File: src/rtl/seg_pkg.sv
// Shared parameters and types for the segmented address generator.
// Assumes four segment registers and little-endian byte ordering.
package seg_pkg;
    localparam int SEG_W     = 16;
    localparam int OFF_W     = 16;
    localparam int SEG_SHIFT = 4;
    localparam int PA_W      = SEG_W + SEG_SHIFT;
    localparam int BYTE_W    = 8;
    localparam int MAX_BYTES = 4;
    localparam int DATA_W    = MAX_BYTES * BYTE_W;
    localparam int NSEG      = 4;
    localparam int SEL_W     = $clog2(NSEG);
    localparam int CNT_W     = $clog2(MAX_BYTES + 1);

    typedef enum logic [1:0] {
        SEG_CODE  = 2'd0,
        SEG_STACK = 2'd1,
        SEG_DATA  = 2'd2,
        SEG_EXTRA = 2'd3
    } seg_id_e;

    typedef enum logic [1:0] {
        ACC_FETCH = 2'd0,
        ACC_STACK = 2'd1,
        ACC_DATA  = 2'd2,
        ACC_DATA2 = 2'd3
    } acc_kind_e;

    typedef enum logic [1:0] {
        SZ_BYTE   = 2'd0,
        SZ_WORD   = 2'd1,
        SZ_DWORD  = 2'd2,
        SZ_DWORD2 = 2'd3
    } acc_size_e;
endpackage

File: src/rtl/seg_regfile.sv
// Bank of segment registers with a single write port.
// Assumes a write becomes visible on the output after the clock edge
// that samples it. All registers clear to zero on reset.
module seg_regfile #(
    parameter int SEG_W = 16,
    parameter int NSEG  = 4,
    localparam int SEL_W = $clog2(NSEG)
) (
    input  logic                       clk,
    input  logic                       rst_n,
    input  logic                       wr_en,
    input  logic [SEL_W-1:0]           wr_sel,
    input  logic [SEG_W-1:0]           wr_data,
    output logic [NSEG-1:0][SEG_W-1:0] seg_q
);
    logic [SEG_W-1:0] regs [NSEG];

    for (genvar g = 0; g < NSEG; g++) begin : g_seg
        // Hold one segment value, replacing it when addressed by the write port.
        always_ff @(posedge clk) begin
            if (!rst_n) begin
                regs[g] <= '0;
            end else if (wr_en && (wr_sel == SEL_W'(g))) begin
                regs[g] <= wr_data;
            end
        end
        assign seg_q[g] = regs[g];
    end
endmodule

File: src/rtl/seg_select.sv
// Chooses the segment register for an access.
// Fetches go to code and stack-kind accesses go to stack, both regardless
// of any override. Data accesses take the override when it is valid.
// Otherwise the base-pointer flag selects stack, the extra request selects
// extra, and the default is data. Purely combinational.
module seg_select
    import seg_pkg::*;
(
    input  acc_kind_e kind,
    input  logic      uses_bp,
    input  logic      want_extra,
    input  logic      ovr_valid,
    input  seg_id_e   ovr_sel,
    output seg_id_e   sel
);
    // Apply the fixed-then-override-then-default priority.
    always_comb begin
        unique case (kind)
            ACC_FETCH: sel = SEG_CODE;
            ACC_STACK: sel = SEG_STACK;
            default: begin
                if (ovr_valid)       sel = ovr_sel;
                else if (uses_bp)    sel = SEG_STACK;
                else if (want_extra) sel = SEG_EXTRA;
                else                 sel = SEG_DATA;
            end
        endcase
    end
endmodule

File: src/rtl/addr_former.sv
// Forms a physical address from a segment value and an offset.
// Assumes the result width is SEG_W + SEG_SHIFT, so the carry out of the
// top bit is dropped and the sum wraps.
module addr_former #(
    parameter int SEG_W     = 16,
    parameter int OFF_W     = 16,
    parameter int SEG_SHIFT = 4,
    parameter int PA_W      = SEG_W + SEG_SHIFT
) (
    input  logic [SEG_W-1:0] seg,
    input  logic [OFF_W-1:0] off,
    output logic [PA_W-1:0]  pa
);
    logic [SEG_W+SEG_SHIFT-1:0] seg_base;

    // Scale the segment value to its byte-boundary start address.
    always_comb seg_base = {seg, {SEG_SHIFT{1'b0}}};

    // Add the offset modulo 2^PA_W.
    always_comb pa = PA_W'(seg_base) + PA_W'(off);
endmodule

File: src/rtl/byte_sequencer.sv
// Runs one access as a series of byte cycles on a byte-wide memory port.
// Byte k goes to base + k (wrapping), and write bytes are taken lowest
// lane first. Read bytes are gathered into lanes, and done pulses one cycle
// after the last byte. It assumes that memory read data is valid in the
// same cycle as mem_valid, and that start is only raised while idle.
module byte_sequencer #(
    parameter int PA_W      = 20,
    parameter int BYTE_W    = 8,
    parameter int MAX_BYTES = 4,
    localparam int DATA_W   = MAX_BYTES * BYTE_W,
    localparam int CNT_W    = $clog2(MAX_BYTES + 1)
) (
    input  logic              clk,
    input  logic              rst_n,
    input  logic              start,
    input  logic [PA_W-1:0]   base,
    input  logic [CNT_W-1:0]  nbytes,
    input  logic              is_write,
    input  logic [DATA_W-1:0] wdata,
    output logic              busy,
    output logic              mem_valid,
    output logic              mem_write,
    output logic [PA_W-1:0]   mem_addr,
    output logic [BYTE_W-1:0] mem_wdata,
    input  logic [BYTE_W-1:0] mem_rdata,
    output logic              done,
    output logic [DATA_W-1:0] rd_data
);
    logic                              busy_q;
    logic                              done_q;
    logic                              wr_q;
    logic [PA_W-1:0]                   base_q;
    logic [CNT_W-1:0]                  idx_q;
    logic [CNT_W-1:0]                  last_q;
    logic [DATA_W-1:0]                 wbuf_q;
    logic [MAX_BYTES-1:0][BYTE_W-1:0]  rbuf_q;
    logic                              last_byte;

    // Flag the final byte of the current run.
    always_comb last_byte = busy_q && (idx_q == last_q);

    // Control state: launch on start, count bytes, retire on the last one.
    always_ff @(posedge clk) begin
        if (!rst_n) begin
            busy_q <= 1'b0;
            done_q <= 1'b0;
            wr_q   <= 1'b0;
            base_q <= '0;
            idx_q  <= '0;
            last_q <= '0;
            wbuf_q <= '0;
        end else begin
            done_q <= 1'b0;
            if (!busy_q && start) begin
                busy_q <= 1'b1;
                base_q <= base;
                idx_q  <= '0;
                last_q <= nbytes - CNT_W'(1);
                wr_q   <= is_write;
                wbuf_q <= wdata;
            end else if (busy_q) begin
                idx_q  <= idx_q + CNT_W'(1);
                wbuf_q <= wbuf_q >> BYTE_W;
                if (last_byte) begin
                    busy_q <= 1'b0;
                    done_q <= 1'b1;
                end
            end
        end
    end

    // Gather read bytes into their lanes, clearing all lanes at launch.
    always_ff @(posedge clk) begin
        if (!rst_n) begin
            rbuf_q <= '0;
        end else if (!busy_q && start) begin
            rbuf_q <= '0;
        end else if (busy_q) begin
            for (int l = 0; l < MAX_BYTES; l++) begin
                if (idx_q == CNT_W'(l)) rbuf_q[l] <= mem_rdata;
            end
        end
    end

    // Present the memory port and the result.
    always_comb begin
        busy      = busy_q;
        mem_valid = busy_q;
        mem_write = busy_q && wr_q;
        mem_addr  = base_q + PA_W'(idx_q);
        mem_wdata = wbuf_q[BYTE_W-1:0];
        done      = done_q;
        rd_data   = rbuf_q;
    end
endmodule

File: src/rtl/seg_addr_unit.sv
// Top level: segment registers, segment choice, address formation and
// byte sequencing. A request is accepted when req_valid and req_ready are
// both high. The segment value is read in the accept cycle, so a write made
// in that same cycle is not yet seen.
module seg_addr_unit
    import seg_pkg::*;
#(
    parameter int P_SEG_W     = SEG_W,
    parameter int P_OFF_W     = OFF_W,
    parameter int P_SEG_SHIFT = SEG_SHIFT,
    parameter int P_MAX_BYTES = MAX_BYTES,
    localparam int LP_PA_W    = P_SEG_W + P_SEG_SHIFT,
    localparam int LP_DATA_W  = P_MAX_BYTES * BYTE_W,
    localparam int LP_CNT_W   = $clog2(P_MAX_BYTES + 1)
) (
    input  logic                 clk,
    input  logic                 rst_n,
    input  logic                 seg_wr_en,
    input  logic [1:0]           seg_wr_sel,
    input  logic [P_SEG_W-1:0]   seg_wr_data,
    input  logic                 req_valid,
    output logic                 req_ready,
    input  logic [1:0]           req_kind,
    input  logic                 req_uses_bp,
    input  logic                 req_want_extra,
    input  logic                 ovr_valid,
    input  logic [1:0]           ovr_sel,
    input  logic [P_OFF_W-1:0]   req_offset,
    input  logic [1:0]           req_size,
    input  logic                 req_write,
    input  logic [LP_DATA_W-1:0] req_wdata,
    output logic                 mem_valid,
    output logic                 mem_write,
    output logic [LP_PA_W-1:0]   mem_addr,
    output logic [BYTE_W-1:0]    mem_wdata,
    input  logic [BYTE_W-1:0]    mem_rdata,
    output logic                 done,
    output logic [LP_DATA_W-1:0] rd_data
);
    logic [NSEG-1:0][P_SEG_W-1:0] seg_bank;
    seg_id_e                      seg_pick;
    logic [LP_PA_W-1:0]           base_pa;
    logic [LP_CNT_W-1:0]          nbytes;
    logic                         seq_busy;
    logic                         accept;

    seg_regfile #(.SEG_W(P_SEG_W), .NSEG(NSEG)) u_regs (
        .clk     (clk),
        .rst_n   (rst_n),
        .wr_en   (seg_wr_en),
        .wr_sel  (seg_wr_sel),
        .wr_data (seg_wr_data),
        .seg_q   (seg_bank)
    );

    seg_select u_sel (
        .kind       (acc_kind_e'(req_kind)),
        .uses_bp    (req_uses_bp),
        .want_extra (req_want_extra),
        .ovr_valid  (ovr_valid),
        .ovr_sel    (seg_id_e'(ovr_sel)),
        .sel        (seg_pick)
    );

    addr_former #(
        .SEG_W(P_SEG_W), .OFF_W(P_OFF_W),
        .SEG_SHIFT(P_SEG_SHIFT), .PA_W(LP_PA_W)
    ) u_form (
        .seg (seg_bank[seg_pick]),
        .off (req_offset),
        .pa  (base_pa)
    );

    // Map the size code to a byte count.
    always_comb begin
        unique case (acc_size_e'(req_size))
            SZ_BYTE: nbytes = LP_CNT_W'(1);
            SZ_WORD: nbytes = LP_CNT_W'(2);
            default: nbytes = LP_CNT_W'(P_MAX_BYTES);
        endcase
    end

    // Accept a request only while the sequencer is idle.
    always_comb begin
        req_ready = !seq_busy;
        accept    = req_valid && !seq_busy;
    end

    byte_sequencer #(
        .PA_W(LP_PA_W), .BYTE_W(BYTE_W), .MAX_BYTES(P_MAX_BYTES)
    ) u_seq (
        .clk       (clk),
        .rst_n     (rst_n),
        .start     (accept),
        .base      (base_pa),
        .nbytes    (nbytes),
        .is_write  (req_write),
        .wdata     (req_wdata),
        .busy      (seq_busy),
        .mem_valid (mem_valid),
        .mem_write (mem_write),
        .mem_addr  (mem_addr),
        .mem_wdata (mem_wdata),
        .mem_rdata (mem_rdata),
        .done      (done),
        .rd_data   (rd_data)
    );
endmodule

File: config.mk
export PLATFORM = sky130hd
export DESIGN_NAME = seg_addr_unit
export DESIGN_NICKNAME = d
export VERILOG_FILES = /design/src/rtl/seg_pkg.sv /design/src/rtl/seg_regfile.sv /design/src/rtl/seg_select.sv /design/src/rtl/addr_former.sv /design/src/rtl/byte_sequencer.sv /design/src/rtl/seg_addr_unit.sv
export SDC_FILE = /design/constraint.sdc
export NUM_CORES = 1
export LEC_CHECK = 0
export BUFFER_PORTS_ARGS = -buffer_cell sky130_fd_sc_hd__buf_4
export CELL_PAD_IN_SITES_DETAIL_PLACEMENT = 0
export CELL_PAD_IN_SITES_GLOBAL_PLACEMENT = 1
export CORE_MARGIN = 2
export CORE_UTILIZATION = 25
export CTS_BUF_LIST = sky130_fd_sc_hd__clkbuf_8 sky130_fd_sc_hd__clkbuf_16
export CTS_CLUSTER_DIAMETER = 150
export CTS_CLUSTER_SIZE = 16
export DETAILED_ROUTE_END_ITERATION = 16
export PLACE_DENSITY = 0.59
export SLEW_MARGIN = 20
export SYNTH_ARGS = -nofsm -noshare
export SYNTH_HDL_FRONTEND = slang
export SYNTH_SLANG_ARGS = --single-unit
File: constraint.sdc
create_clock -name clk -period 3.68 [get_ports clk]
set_input_delay 0.736 -clock clk [delete_from_list [all_inputs] [get_ports clk]]
set_output_delay 0.736 -clock clk [all_outputs]
set_load 0.05 [all_outputs]
* Yosys cells after proc, flatten, opt, wreduce, memory -nomap -nowiden
Memories as Yosys holds them, arrays and structs flattened. Index checks and enable logic that the tools add are counted.
Word-level totals: bits in registers 93, RAM bits 64, input bits 88, output and inout bits 64, word-level logic and storage cells 82, memories 1
Cells by class: add/sub/neg operators 4, $lt $le $gt $ge 1, eq/ne operators 9, multiplexer cells 30, bitwise logic cells 6, reductions and logical operators 20
Memories:
- u_regs.regs | words 4, bits a word 16, rd ports 4, clocked after Yosys merged registers in 0, wr ports 4, line seg_regfile.sv:16 | logic [SEG_W-1:0] regs [NSEG];
Operators by type and width (count):
- 16-bit 2-to-1 mux | 5
- 32-bit 2-to-1 mux | 2
- 16-bit binary-select mux with 2-bit select | 1
- 20-bit by 16-bit adder with 20-bit output | 1
- 20-bit by 3-bit adder with 20-bit output | 1
- 1-bit 2-to-1 mux | 18
- 1-bit logical AND | 8
- 2-bit AND reduction | 4
- 2-bit by 1-bit equality test with 1-bit output, second input constant | 3
- 3-bit by 2-bit equality test with 1-bit output, second input constant | 2
- 2-bit logical NOT | 3
- 3-bit one-hot mux with 2 select lines | 1
- 2-bit equality test, second input constant | 2
- 2-bit 2-to-1 mux | 2
- 1-bit bitwise OR | 4
- 2-bit one-hot mux with 2 select lines | 1
- 3-bit by 1-bit adder with 3-bit output, second input constant | 1
- 3-bit by 1-bit equality test with 1-bit output, second input constant | 1
- 3-bit equality test | 1
- 3-bit logical NOT | 1
- 2-bit by 3-bit less-than comparator with 1-bit output, second input constant | 1
- 3-bit OR reduction | 1
- 3-bit by 1-bit subtractor with 3-bit output, second input constant | 1
- 1-bit inverter | 2
- 3 further kinds | 3

* Logic depth before layout (Yosys ltp)
Gate-level depths: netlist (run 1).
depth in word-level cells 7, depth in mapped cells 17, mapped depth without buffers 15

* Hierarchy
From an unflattened synthesis (run 1), not the netlist that was laid out.
Second synthesis, totals: cell total of the unflattened synthesis 786, area total of the unflattened synthesis 8011.4 um^2
By module, submodules not included:
- byte_sequencer | instances 1, cells each 503, area an instance 4241.6 um^2, sequential area each 1861.8 um^2
- seg_regfile | instances 1, cells each 143, area an instance 2456.1 um^2, sequential area each 1921.8 um^2
- addr_former | instances 1, cells each 108, area an instance 820.8 um^2, sequential area each 0.0 um^2
- seg_addr_unit | instances 1, cells each 25, area an instance 447.9 um^2, sequential area each 0.0 um^2
- seg_select | instances 1, cells each 7, area an instance 45.0 um^2, sequential area each 0.0 um^2

* Worst setup path after synthesis (run 1)
Ideal clock, no wire load.
path kind input to register, from in req_uses_bp, to reg u_seq.base_q[18], library setup time 0.132 ns, arrival 3.763 ns, data required time 3.548 ns, setup slack -0.216 ns, cell stages on the path 15, path buffers 1, path through or3_4 a31oi_1 clkbuf_1 a211oi_1 a31oi_1 ha_1 inv_1 fa_1 nand2b_1 a21oi_1 o2111ai_1 a31oi_1 nand3b_1 xnor2_1 a21oi_1
On the way: word-level cells in the longest chain between the ends 6
RTL lines:
- start: declaration | line seg_addr_unit.sv:24 | input logic req_uses_bp,
- 2-bit 2-to-1 mux | line seg_select.sv:23 | else if (uses_bp) sel = SEG_STACK;
- 2-bit 2-to-1 mux | line seg_select.sv:22 | if (ovr_valid) sel = ovr_sel;
- 2-bit one-hot mux with 2 select lines | line seg_select.sv:18 | unique case (kind)
- 16-bit binary-select mux with 2-bit select | line seg_addr_unit.sv:69 | .seg (seg_bank[seg_pick]),
- 16-bit 2-to-1 mux (not written as such) | line seg_addr_unit.sv:69
- 20-bit by 16-bit adder with 20-bit output | line addr_former.sv:20 | always_comb pa = PA_W'(seg_base) + PA_W'(off);
- end signal: assignment | line byte_sequencer.sv:56 | base_q <= base;
- end: declaration | line byte_sequencer.sv:32 | logic [PA_W-1:0] base_q;
Every way passes these cells. The select of a mux whose other input is x is not followed. A chain may end at the register's enable or synchronous reset.

* Worst setup path in the final report (run 1)
from reg u_seq.idx_q[0], to out mem_addr[16]
On the way: word-level cells in the longest chain between the ends 1
RTL lines:
- start: declaration | line byte_sequencer.sv:33 | logic [CNT_W-1:0] idx_q;
- start signal: assignment | line byte_sequencer.sv:62 | idx_q <= idx_q + CNT_W'(1);
- 20-bit by 3-bit adder with 20-bit output | line byte_sequencer.sv:90 | mem_addr = base_q + PA_W'(idx_q);
- end: declaration | line seg_addr_unit.sv:34 | output logic [LP_PA_W-1:0] mem_addr,
Every way passes these cells.

==> results.json, run 1 <==
{
  "routed_wirelength_um": 21000,
  "period_share": 0.935,
  "cts_made_buffers": 17,
  "setup_tns_ps": 0,
  "synth_common_cells": "nand2_1, dfxtp_1, a21oi_1",
  "core_um2": 29600,
  "wl_per_cell_um": 15.3,
  "maxSlewHeadroom": 0.333,
  "clock_latency_ps": 430,
  "synthToLayoutAreaGrowth_pct": 31.9,
  "detail_route.iter0.violations": 375,
  "cp_data_required_time_ps": 2940,
  "routabilityCongestion": 0.757,
  "nets": 1076,
  "whs_ps": 458,
  "total_power_uw": 4770,
  "n_antenna_cell": 0,
  "num_rows": 63,
  "slew_violations": 0,
  "grt_pass1_wl_um": 32800,
  "fin_cells": 1368,
  "start_util": 0.254,
  "worstPathArrival_ps": 2710,
  "async_flop_share": 0,
  "hold_buffers": 0,
  "grt_max_degree": 55,
  "remaining_drc_errors": 0,
  "yosysUniqueCellTypes": 48,
  "synth_edf_count": 64,
  "finalSetupViolCount": 0,
  "vias": 6007,
  "finalClockSkew_ps": 13.2,
  "fmax_ghz": 0.291,
  "status": "finished, final reports clean",
  "p_leak_uw": 0.00410,
  "critPathCaptureType": "output pin",
  "ys_warn_count": 0,
  "path_clk_slew_ps": 80,
  "drive_gt1_frac": 0.255,
  "dpl-instance-area_um2": 9280,
  "root_buffer": "clkbuf_16",
  "first_pass_iters": 4,
  "synth_cells": 798,
  "postRouteAntennaNets": 0,
  "dieHeight_um": 177,
  "die_area_um2": 31400,
  "vias_per_cell": 4.39,
  "clock_path_buffers": 2,
  "tritoncts": "yes",
  "post-route-cell-area_um2": 9890,
  "ys_seq_area_frac": 0.502,
  "overflow": 0,
  "rsz0062_at_grt": "false",
  "antenna_found_initial": 0,
  "place_hpwl_um": 15300,
  "crit_fanout": 4,
  "synth.most_common_cell": "nand2_1",
  "finalCriticalPeriod_ps": 3440,
  "portBuffers": 151,
  "avgSynthCellArea_um2": 9.39,
  "synth_nets": 909,
  "io_pins": 152,
  "grt_pass1_vias": 5820,
  "peakVddDrop_uv": 262,
  "post_cts_buffers": 0,
  "hold_viol": 0,
  "power_density_nw_per_um2": 482,
  "synth_ff_type": "dfxtp_1",
  "cts_num_sinks": 156,
  "crit_type": "flip-flop to output pin",
  "dp_cells": 1336,
  "fp.dieW_um": 177,
  "hp-class": "flip-flop to flip-flop",
  "gr-usage-all-layers": 0.135,
  "yosysTopAreaCell": "edfxtp_1",
  "h-tree-depth": 4,
  "drv_cap": 0,
  "syn_area_um2": 7500,
  "crit_path_start_kind": "flip-flop",
  "worstMarginPinSlew_ps": 1000,
  "ys_seq_elements": 156,
  "yosysTopAreaCellShare": 0.256,
  "synth.area.top_cells": "edfxtp_1, dfxtp_1, and2_1"
}
## sequential cells by signal, summed over array words and instances, names as in the netlist
register	count
u_seq.rd_data	32
u_seq.base_q	20
u_seq.wr_q	1
u_seq.last_q	2
u_seq.idx_q	3
u_seq.busy	1
u_seq.wbuf_q	32
u_seq.done	1
u_regs.regs	64
## cell families after synthesis
| logic type | synth area share |
|---|---|
| buffers and inverters | 0.0380 |
| AND/OR/NAND/NOR | 0.208 |
| flip-flops | 0.502 |
| adder cells (fa/ha/maj) | 0.0404 |
| XOR/XNOR | 0.0350 |
| multiplexers | 0.0569 |
| AO/OA/AOI/OAI | 0.119 |
## worst paths after layout
kind	startpoint	to	slack, ps	depth (start not counted)
worst max-delay path	u_seq.idx_q[0]	mem_addr[16]	240	10
worst min-delay path	u_seq.rd_data[27]	u_seq.rd_data[27]	460	2
worst max register to register	u_regs.regs[3][4]	u_seq.base_q[19]	1100	11
worst min register to register	u_seq.rd_data[27]	u_seq.rd_data[27]	460	2
## metal layers
layer,vias up,global-route usage,share of wire
met2,151,0.212,0.45
met3,14,0.0215,0.046
met5,-,0,0
met4,0,0.0368,0.0079
li1,3083,-,-
met1,2759,0.191,0.49
## area by class of cell
type,instances,area [µm²]
clock buffer,18,450
sequential,156,3760
timing repair buffer,198,1500
clock inverter,14,141
fill,3094,19700
inverter,15,56.3
multi-input combinational,577,3490
tap,390,488
## per-stage QoR
stage	utilization	worst slack, ps
after global routing	0.335	36.6
after floorplan	-	0.150
final	0.335	238
after global placement	0.314	-84.3
after detailed placement	0.314	-164
after CTS	0.334	20.0
## layout by cell type (no fill, tap or decap), types with 2 or more instances in the layout
cell type  count
inv_8          2
buf_4        197
a31oi_1       14
fa_1           2
nor3_1         3
o211a_1        2
xor2_1        10
nor2_1        79
clkbuf_16     18
o21ai_0       13
o211ai_1       2
or2_2          3
nand3_1       41
nand2b_1       5
o21ai_1        3
a21o_1         3
o21ai_2        4
a211oi_1      17
ha_1          21
and2_1        70
and2_0         9
nor2b_2        2
a21oi_1       84
nand2_1      102
edfxtp_1      64
inv_1         15
mux2i_1       40
inv_6          8
and3_1         4
xnor2_1       20
dfxtp_1       91
nand3b_1       3
## timing repair
action / in CTS / in global routing
resized for setup: 0 / 4
endpoints found under the setup margin: 0 / 4
hold endpoints to repair: 0 / 0
## critical path, cell delays in order (launching register included)
cell and delay (ps):
dfxtp_1 340, ha_1 160, inv_1 50, fa_1 410
nor2b_2 160, o211a_1 220, nor2b_4 190, nand2b_1 90
or2_2 290, xnor2_1 140, buf_4 220
## power by group
group | internal, µW | total [µW] | switching (µW)
clock | 1000 | 1830 | 833
combinational | 386 | 951 | 564
sequential | 1920 | 1980 | 66.7
No activity file was read; power rests on OpenSTA's default activity.
==> inputs of run 2 (changes only) <==
RECOVER_POWER = 100   (was not set)
==> run 2 against run 1 <==
Against the previous run: the flow now finishes with violations (max-capacitance violations, max-slew violations); sequential share of layout area rose by 1.0 points; count of clock-buffer cells in the layout did not move; clock skew barely moved; largest cell class unchanged.
==> results.json, run 2 (same netlist as run 1, synthesis figures left out) <==
{
  "status": "complete, but fails checks",
  "violations": "max-capacitance violations, max-slew violations",
  "finalSetupViolCount": 0,
  "drv_cap": 3,
  "root_buffer": "clkbuf_16",
  "period_share": 0.943,
  "hp-class": "flip-flop to flip-flop",
  "h-tree-depth": 4,
  "antenna_found_initial": 0,
  "finalClockSkew_ps": 13.3,
  "cts_made_buffers": 17,
  "postRouteAntennaNets": 0,
  "vias_per_cell": 4.40,
  "largest_register_ffs": 64,
  "grt_pass1_vias": 5820,
  "fmax_ghz": 0.288,
  "whs_path_depth": 2,
  "layout_commonest_cell": "buf_4",
  "grt_max_degree": 55,
  "dpl-instance-area_um2": 9280,
  "p_leak_uw": 0.00381,
  "drive_gt1_frac": 0.188,
  "dieHeight_um": 177,
  "portBuffers": 151,
  "cts_num_sinks": 156,
  "crit_path_start_kind": "input pin",
  "fp.dieW_um": 177,
  "finalCriticalPeriod_ps": 3470,
  "cp_data_required_time_ps": 4030,
  "maxSlewHeadroom": -0.751,
  "first_pass_iters": 4,
  "worstPathArrival_ps": 3820,
  "worstMarginPinSlew_ps": 2600,
  "routed_wirelength_um": 21000,
  "start_util": 0.254,
  "die_area_um2": 31400,
  "detail_route.iter0.violations": 356,
  "total_power_uw": 4730,
  "rsz0062_at_grt": "false",
  "critPathCaptureType": "flip-flop",
  "overflow": 0,
  "place_hpwl_um": 15300,
  "synthToLayoutAreaGrowth_pct": 28.4,
  "crit_fanout": 16,
  "vias": 6019,
  "routabilityCongestion": 0.757,
  "slew_violations": 70,
  "tritoncts": "yes",
  "regMostFlops": "u_regs.regs",
  "clock_path_buffers": 2,
  "grt_pass1_wl_um": 32800,
  "clock_latency_ps": 430,
  "post-route-cell-area_um2": 9620,
  "core_um2": 29600,
  "r2r_cells": 6,
  "remaining_drc_errors": 0,
  "nets": 1076,
  "hold_viol": 0,
  "gr-usage-all-layers": 0.135,
  "hold_buffers": 0,
  "final_cell_mix": "buf_4, nand2_1, dfxtp_1, a21oi_1, nor2_1",
  "num_rows": 63,
  "wl_per_cell_um": 15.4,
  "n_antenna_cell": 0,
  "peakVddDrop_uv": 264,
  "path_clk_slew_ps": 70,
  "crit_type": "input pin to flip-flop",
  "io_pins": 152,
  "power_density_nw_per_um2": 492
}
## run 2: final cells by class
| class | instances | area [µm²] |
|---|---|---|
| clock buffer | 18 | 450 |
| clock inverter | 14 | 141 |
| fill | 3168 | 19900 |
| inverter | 15 | 56.3 |
| multi-input combinational | 577 | 3470 |
| sequential | 156 | 3760 |
| tap | 390 | 488 |
| timing repair buffer | 198 | 1250 |
## run 2: layer usage
metal | GRT usage | part of all wire | up-vias
li1 | - | - | 3083
met1 | 0.191 | 0.49 | 2757
met2 | 0.212 | 0.45 | 161
met3 | 0.0215 | 0.050 | 18
met4 | 0.0368 | 0.0083 | 0
met5 | 0 | 0 | -
## run 2: timing repair
item | in CTS | in global routing
setup endpoints to repair | 0 | 4
resized for setup | 0 | 4
buffers inserted | 0 | 0
## run 2: final timing paths
path,end,from,slack [ps]
worst min register to register,u_seq.rd_data[28],u_seq.rd_data[28],460
worst max register to register,u_seq.idx_q[2],u_seq.busy,660
worst max-delay path,u_seq.base_q[19],req_uses_bp,210
worst min-delay path,u_seq.rd_data[28],u_seq.rd_data[28],460
## run 2: worst max-delay path, cell delays in order
cell	delay [ps]
clkbuf_4	110
or3_1	420
a31o_4	320
and2_1	170
a211oi_1	210
a31oi_1	70
ha_1	330
o211ai_1	120
o211ai_1	220
a221oi_2	110
o21ai_0	190
nand3b_1	110
or4_1	510
a31oi_1	160
## run 2: where the power goes
part	switching (µW)	total (µW)	internal, µW
Sequential	66.4	1980	1920
Clock	836	1840	1000
Combinational	563	913	350
Total	1470	4730	3270
## run 2: through the flow
step	hold WS, ps	TNS [ps]	worst slack [ps]	util	cells
2_1_floorplan	432	0	0.150	-	798
3_3_place_gp	445	-222	-84.3	0.314	1336
3_5_place_dp	449	-670	-164	0.314	1336
4_1_cts	459	0	20.0	0.334	1368
5_1_grt	480	0	19.3	0.326	1368
6_report	457	0	210	0.326	1368
